--- src/rtl/sram_lane_ctrl.sv ---
module sram_lane_ctrl #(
  parameter int CLK_DIV = 4,
  parameter int ADDR_W  = 17
) (
  input  logic              clk,
  input  logic              rst_n,
  input  logic              req_valid,
  input  logic [1:0]        req_op,
  input  logic [ADDR_W-1:0] req_addr,
  input  logic [7:0]        req_wdata,
  input  logic              req_last,
  output logic              req_ready,
  output logic              rd_valid,
  output logic [7:0]        rd_data,
  output logic [1:0]        lane_mode,
  output logic              sck,
  output logic              cs_n,
  output logic [3:0]        io_out,
  output logic [3:0]        io_oe,
  input  logic [3:0]        io_in
);
  localparam int DW = $clog2(CLK_DIV);
  localparam logic [DW-1:0] RISE_AT = DW'(CLK_DIV / 2 - 1);
  localparam logic [DW-1:0] LAST_AT = DW'(CLK_DIV - 1);

  typedef enum logic [2:0] {S_IDLE, S_CMD, S_ADDR, S_DUMMY, S_DATA, S_HOLD, S_TAIL, S_GAP} st_t;

  st_t          st;
  logic [DW-1:0] div_cnt;
  logic [2:0]   slot;
  logic [1:0]   bidx, op_q, mode_q;
  logic [7:0]   osh, ish, wdata_q;
  logic [23:0]  addr_q;
  logic         last_q;

  function automatic logic [3:0] lanes_of(input logic [7:0] b, input logic [1:0] m);
    case (m)
      2'd0:    return {3'b000, b[7]};
      2'd1:    return {2'b00, b[7:6]};
      default: return b[7:4];
    endcase
  endfunction

  function automatic logic [3:0] mask_of(input logic [1:0] m);
    case (m)
      2'd0:    return 4'b0001;
      2'd1:    return 4'b0011;
      default: return 4'b1111;
    endcase
  endfunction

  function automatic logic [7:0] shl(input logic [7:0] b, input logic [1:0] m);
    case (m)
      2'd0:    return {b[6:0], 1'b0};
      2'd1:    return {b[5:0], 2'b00};
      default: return {b[3:0], 4'b0000};
    endcase
  endfunction

  function automatic logic [7:0] addr_byte(input logic [23:0] a, input logic [1:0] i);
    case (i)
      2'd0:    return a[23:16];
      2'd1:    return a[15:8];
      default: return a[7:0];
    endcase
  endfunction

  logic [1:0] tgt_mode;
  logic [7:0] cmd_code;
  logic [7:0] osh_next;
  logic       slot_end;
  logic [7:0] ish_next;

  assign tgt_mode  = req_wdata[1] ? 2'd2 : (req_wdata[0] ? 2'd1 : 2'd0);
  assign cmd_code  = req_op[1] ? (tgt_mode == 2'd2 ? 8'h38 : tgt_mode == 2'd1 ? 8'h3B : 8'hFF)
                               : (req_op[0] ? 8'h02 : 8'h03);
  assign osh_next  = shl(osh, mode_q);
  assign slot_end  = slot == (3'd7 >> mode_q);
  assign ish_next  = mode_q == 2'd0 ? {ish[6:0], io_in[1]} :
                     mode_q == 2'd1 ? {ish[5:0], io_in[1:0]} : {ish[3:0], io_in};
  assign req_ready = (st == S_IDLE) || (st == S_HOLD);
  assign lane_mode = mode_q;

  always_ff @(posedge clk or negedge rst_n) begin
    if (!rst_n) begin
      st <= S_IDLE; div_cnt <= '0; slot <= '0; bidx <= '0; op_q <= '0; mode_q <= 2'd0;
      osh <= '0; ish <= '0; wdata_q <= '0; addr_q <= '0; last_q <= 1'b0;
      sck <= 1'b0; cs_n <= 1'b1; io_out <= '0; io_oe <= '0; rd_valid <= 1'b0; rd_data <= '0;
    end else begin
      rd_valid <= 1'b0;
      case (st)
        S_IDLE: if (req_valid) begin
          op_q    <= req_op[1] ? 2'd2 : {1'b0, req_op[0]};
          addr_q  <= 24'(req_addr);
          wdata_q <= req_wdata;
          last_q  <= req_last;
          cs_n    <= 1'b0;
          div_cnt <= '0;
          slot    <= '0;
          osh     <= cmd_code;
          io_out  <= lanes_of(cmd_code, mode_q);
          io_oe   <= mask_of(mode_q);
          st      <= S_CMD;
        end
        S_CMD, S_ADDR, S_DUMMY, S_DATA: begin
          div_cnt <= (div_cnt == LAST_AT) ? '0 : div_cnt + 1'b1;
          if (div_cnt == RISE_AT) begin
            sck <= 1'b1;
            ish <= ish_next;
          end
          if (div_cnt == LAST_AT) begin
            sck <= 1'b0;
            if (!slot_end) begin
              slot   <= slot + 1'b1;
              osh    <= osh_next;
              io_out <= lanes_of(osh_next, mode_q);
            end else begin
              slot <= '0;
              case (st)
                S_CMD: if (op_q == 2'd2) begin
                  mode_q  <= tgt_q;
                  io_oe   <= '0;
                  div_cnt <= '0;
                  st      <= S_TAIL;
                end else begin
                  bidx   <= 2'd0;
                  osh    <= addr_q[23:16];
                  io_out <= lanes_of(addr_q[23:16], mode_q);
                  st     <= S_ADDR;
                end
                S_ADDR: if (bidx != 2'd2) begin
                  bidx   <= bidx + 1'b1;
                  osh    <= addr_byte(addr_q, bidx + 1'b1);
                  io_out <= lanes_of(addr_byte(addr_q, bidx + 1'b1), mode_q);
                end else if (op_q == 2'd0) begin
                  io_oe <= '0;
                  st    <= S_DUMMY;
                end else begin
                  osh    <= wdata_q;
                  io_out <= lanes_of(wdata_q, mode_q);
                  st     <= S_DATA;
                end
                S_DUMMY: st <= S_DATA;
                default: begin
                  if (op_q == 2'd0) begin
                    rd_valid <= 1'b1;
                    rd_data  <= ish;
                  end
                  io_oe   <= '0;
                  div_cnt <= '0;
                  st      <= last_q ? S_TAIL : S_HOLD;
                end
              endcase
            end
          end
        end
        S_HOLD: if (req_valid) begin
          last_q  <= req_last;
          div_cnt <= '0;
          st      <= S_DATA;
          if (op_q == 2'd1) begin
            osh    <= req_wdata;
            io_out <= lanes_of(req_wdata, mode_q);
            io_oe  <= mask_of(mode_q);
          end
        end
        S_TAIL: begin
          div_cnt <= div_cnt + 1'b1;
          if (div_cnt == LAST_AT) begin
            cs_n    <= 1'b1;
            div_cnt <= '0;
            st      <= S_GAP;
          end
        end
        default: begin
          div_cnt <= div_cnt + 1'b1;
          if (div_cnt == LAST_AT) begin
            div_cnt <= '0;
            st      <= S_IDLE;
          end
        end
      endcase
    end
  end

  logic [1:0] tgt_q;
  always_ff @(posedge clk or negedge rst_n) begin
    if (!rst_n) tgt_q <= 2'd0;
    else if (st == S_IDLE && req_valid) tgt_q <= tgt_mode;
  end
endmodule


--- config.mk ---
export PLATFORM = sky130hd
export DESIGN_NAME = sram_lane_ctrl
export DESIGN_NICKNAME = d
export VERILOG_FILES = /design/src/rtl/sram_lane_ctrl.sv
export SDC_FILE = /design/constraint.sdc
export NUM_CORES = 1
export LEC_CHECK = 0
export ABC_AREA = 0
export BUFFER_PORTS_ARGS = -buffer_cell sky130_fd_sc_hd__buf_2
export CAP_MARGIN = 20
export CORE_MARGIN = 8
export CORE_UTILIZATION = 60
export DETAILED_ROUTE_END_ITERATION = 12
export PLACE_DENSITY = 0.82
export SLEW_MARGIN = 10
export SYNTH_ARGS = -nofsm -noshare
export SYNTH_HDL_FRONTEND = slang
export SYNTH_SLANG_ARGS = --single-unit
--- constraint.sdc ---
create_clock -name clk -period 3.2 [get_ports clk]
set_input_delay 0.64 -clock clk [delete_from_list [all_inputs] [get_ports clk]]
set_output_delay 0.64 -clock clk [all_outputs]
set_load 0.02 [all_outputs]
---- Word-level counts from Yosys, hierarchy flattened ----
Index checks and enable logic that the tools add are counted.
cells by class
  add/sub/neg operators ................... 3
  $mul .................................... 0
  reduce and logical (&&, ||, !) cells .... 28
  equality and inequality tests ........... 32
  order comparisons ....................... 0
  div/mod/pow operators ................... 0
  bitwise gates (word level) .............. 1
  multiplexer cells ....................... 83
  shift-type cells ........................ 1
operator list
  cell                count
  $mux 4              16
  $mux 7              8
  $pmux 4 s2          7
  $mux 8              5
  $mux 3              12
  $pmux 4 s3          3
  $pmux 8 s2          2
  $pmux 7 s3          1
  $mux 2              10
  $ne 2x2->1 const B  9
  $pmux 7 s2          1
  $pmux 2 s2          3
  $pmux 3 s4          1
  $mux 1              11
  $eq 2x1->1 const B  5
  $reduce_and 10->1   1
  $reduce_and 5->1    2
  $eq 3x3->1 const B  3
  $ne 3x3->1 const B  3
  $pmux 3 s3          1
  $ne 4x4->1 const B  2
  $reduce_and 2->1    4
  $reduce_and 8->1    1
  $reduce_bool 2->1   4
  other kinds (23)    33
word-level totals
  memories kept ........................... 0
  flip-flop bits (word level) ............. 76
  bits in read-only memories .............. 0
  bits in writable memories ............... 0
  output and inout bits ................... 22
  input port bits ......................... 35
  bits in latches ......................... 0

---- Longest topological paths before layout ----
  word-level depth ........................ 9
  depth in mapped cells ................... 9

---- Worst setup path after synthesis ----
Ideal clock, no wire load.
  path type ............................... register -> output
  from .................................... register st[0]
  to ...................................... output port req_ready
  required time ........................... 2.560 ns
  setup slack ............................. 1.143 ns
  stages on the path, launching flop included .. 5
  data arrival time ....................... 1.417 ns
  cells stage by stage .................... dfrtp_1 > buf_6 > clkbuf_1 > or2_2 > a21oi_1
on the way
  cells in the longest elaborated chain, start to end .. 2
  elaborated cells between the ends (all ways) .. 3
  those cells by class .................... eq/ne (1); reduce/logical (2)
ends and longest elaborated chain
  element                                        line  text
  start: declaration                             28    st_t st;
  start signal: assignment                       151   st <= last_q ? S_TAIL : S_HOLD;
  $eq 3x3->1 or $logic_not 3->1 (tied branches)  81    assign req_ready = (st == S_IDLE) || (st == S_HOLD);
  $logic_or 1x1->1 (*)                           81
  end: declaration                               12    output logic req_ready,
Mark *: on every way between the ends. The rest lies on a longest branch, timed or not.

---- Final worst setup path ----
Same ends and word-level chain as after synthesis.

==> results.json <==
{
  "n_antenna_cell": 0,
  "clkTransAtPathRegs_ns": 0.08,
  "yosys_warnings": 0,
  "slew_headroom": 0.385,
  "fillers": 559,
  "start_kind": "register",
  "final_design_area_no_fill_sq_um": 4940,
  "finalWirelength_mm": 11.8,
  "cp.required_ns": 2.56,
  "antenna_found_initial": 0,
  "grt_start_max_net_pins": 75,
  "worstHoldPathType": "input pin to async pin",
  "drc": 0,
  "clock_latency_ns": 0.36,
  "ys_seq_elements": 74,
  "synthTopCellsByCount": "dfrtp_1 (73), mux2_2 (46), a21oi_1 (30), o21ai_0 (30), nand2_1 (27)",
  "netlist_instances": 437,
  "die_width_microns": 101,
  "status": "completed",
  "critical_path.cell_chain": "buf_4 > or2_2 > a21oi_1 > buf_2",
  "die_area_sq_um": 10300,
  "post-route-period-util": 0.834,
  "nets": 525,
  "cts.sinks": 74,
  "synth_edf_count": 0,
  "yosysMostFrequentCell": "dfrtp_1",
  "syn_avg_cell_area_sq_um": 10.0,
  "hold_buffers": 0,
  "start_util": 0.610,
  "yosys.area.top_type": "dfrtp_1",
  "postPlaceCellArea_sq_um": 4710,
  "path_class": "register to output port",
  "crit_path_top_delay_cell": "dfrtp_1",
  "root_buffer": "clkbuf_8",
  "arrival_ns": 2.03,
  "num_vias": 3760,
  "worst_ir_drop_vdd_v": 0.000492,
  "period_needed_ns": 2.67,
  "row_count": 31,
  "drt_iter0_drc": 209,
  "numCtsBuffers": 9,
  "finalSetupTns_ns": 0,
  "fmax_mhz": 375,
  "syn_area_sq_um": 4380,
  "hpwl_mm": 8.75,
  "fin_skew_ns": 0.0109,
  "wl_per_cell_microns": 20.1,
  "cts_tree": "yes",
  "syn_to_final_growth_pct": 12.9,
  "grt_usage": 0.242,
  "critPathCaptureType": "output port",
  "grt_pass1_wl_mm": 19.4,
  "drtAntennaViolNets": 0,
  "p_leak_nw": 2.25,
  "syn_nets": 478,
  "io_pins": 57,
  "timing.final.max_slew_violations": 0,
  "io_buffers": 56,
  "worst-path-max-fanout": 15,
  "drive_gt1_frac": 0.286,
  "post_cts_resized": 0,
  "gp_congestion": 0.923,
  "yosysSeqAreaShare": 0.423,
  "synth_ff_type": "dfrtp_1",
  "finalHoldViolations": 0,
  "cts-htree-levels": 3,
  "cts_buffer_depth": 2,
  "via_per_inst": 6.39,
  "rsz0062_at_grt": "no",
  "p_per_area_nw_per_um2": 916,
  "synthTopCellsByArea": "dfrtp_1 (42%), mux2_2 (12%), a21oi_1 (3.4%), mux2i_1 (3.4%), o21ai_0 (3.4%)",
  "async_flop_share": 1.00,
  "maxCapViolations": 0,
  "postCtsSetupBuffers": 0,
  "grt_overflow_total": 0,
  "dr.pass1.iters": 6,
  "core_sq_um": 7180,
  "setup_viol": 0,
  "tightestPinTransition_ns": 0.923,
  "slowest_delay_ns": 0.53,
  "grt_pass1_vias": 3728,
  "synth.top_cell.area_share": 0.417,
  "ys_types": 67,
  "fp.dieH_microns": 101
}
[final timing paths]
kind                         startpoint        end  slack [ns]  depth (start not counted)
max                               st[0]  req_ready        0.53                          4
min                               rst_n      st[2]        0.43                          1
max reg2reg                lane_mode[0]     osh[0]        0.60                          5
min reg2reg                      ish[7]     ish[7]        0.48                          2
max in group asynchronous         rst_n     osh[3]        2.19                          1
min in group clk                 ish[7]     ish[7]        0.48                          2
[cell type report]
| type | count | area (sq um) | area share |
|---|---|---|---|
| tap | 99 | 124 | 0.0251 |
| inverter | 17 | 63.8 | 0.0129 |
| clock inverter | 6 | 95.1 | 0.0192 |
| clock buffer | 10 | 138 | 0.0278 |
| sequential | 74 | 1850 | 0.375 |
| multi-input combinational | 316 | 2310 | 0.468 |
| timing repair buffer | 66 | 358 | 0.0724 |
[critical path: cells and delay by family (launching register included)]
family	cells	cell delay, ns
flops	1	0.53
buf+inv	2	0.50
simple gates	1	0.34
compound gates	1	0.31
[cells by family (layout without fill, tap and decap cells)]
| logic type | after synthesis | count (layout) | share of synthesized area |
|---|---|---|---|
| compound gates | 140 | 140 | 0.218 |
| simple gates | 108 | 108 | 0.135 |
| fa+ha+maj | 6 | 6 | 0.0171 |
| flops | 74 | 74 | 0.423 |
| buf+inv | 47 | 99 | 0.0509 |
| mux | 62 | 62 | 0.156 |
[per-stage QoR]
step / total power, mW / setup WS [ns] / util / hold WS, ns / std cells
after floorplan: 3.10 / 1.14 / - / 0.344 / 437
after global placement: 3.61 / 0.676 / 0.656 / 0.462 / 572
final: 4.53 / 0.533 / 0.689 / 0.430 / 588
after CTS: 4.51 / 0.572 / 0.689 / 0.456 / 588
after global routing: 4.82 / 0.405 / 0.689 / 0.510 / 588
after detailed placement: 3.66 / 0.643 / 0.656 / 0.468 / 572
[power by group]
group          switching (mW)  leakage [nW]  internal [mW]
Clock                   0.388         0.118          0.470
Sequential              0.363         0.926           1.29
Combinational            1.14          1.20          0.878
[routing by layer]
| metal | vias up | track usage | share of wire |
|---|---|---|---|
| met5 | - | 0 | 0 |
| met3 | 32 | 0.0495 | 0.062 |
| met2 | 152 | 0.387 | 0.48 |
| met1 | 1849 | 0.305 | 0.43 |
| li1 | 1727 | - | - |
| met4 | 0 | 0.117 | 0.028 |
[layout by cell type (no fill, tap or decap), drive strengths merged, types with 10 or more instances in the layout]
| cell type | netlist | layout |
|---|---|---|
| mux2 | 47 | 47 |
| nor2 | 21 | 21 |
| a21oi | 31 | 31 |
| o21ai | 31 | 31 |
| nand2 | 27 | 27 |
| mux2i | 15 | 15 |
| clkbuf | 13 | 10 |
| dfrtp | 73 | 73 |
| buf | 17 | 66 |
| inv | 16 | 19 |
[state kept, by name, indices dropped and copies added, names as in the netlist]
| signal | count |
|---|---|
| addr_q | 17 |
| bidx | 2 |
| cs_n | 1 |
| div_cnt | 2 |
| io_oe | 3 |
| io_out | 4 |
| ish | 8 |
| lane_mode | 2 |
| last_q | 1 |
| op_q | 2 |
| osh | 7 |
| rd_data | 8 |
| rd_valid | 1 |
| sck | 1 |
| slot | 3 |
| st | 3 |
| tgt_q | 1 |
| wdata_q | 8 |
Note: power is estimated with default switching activity, not from simulation.
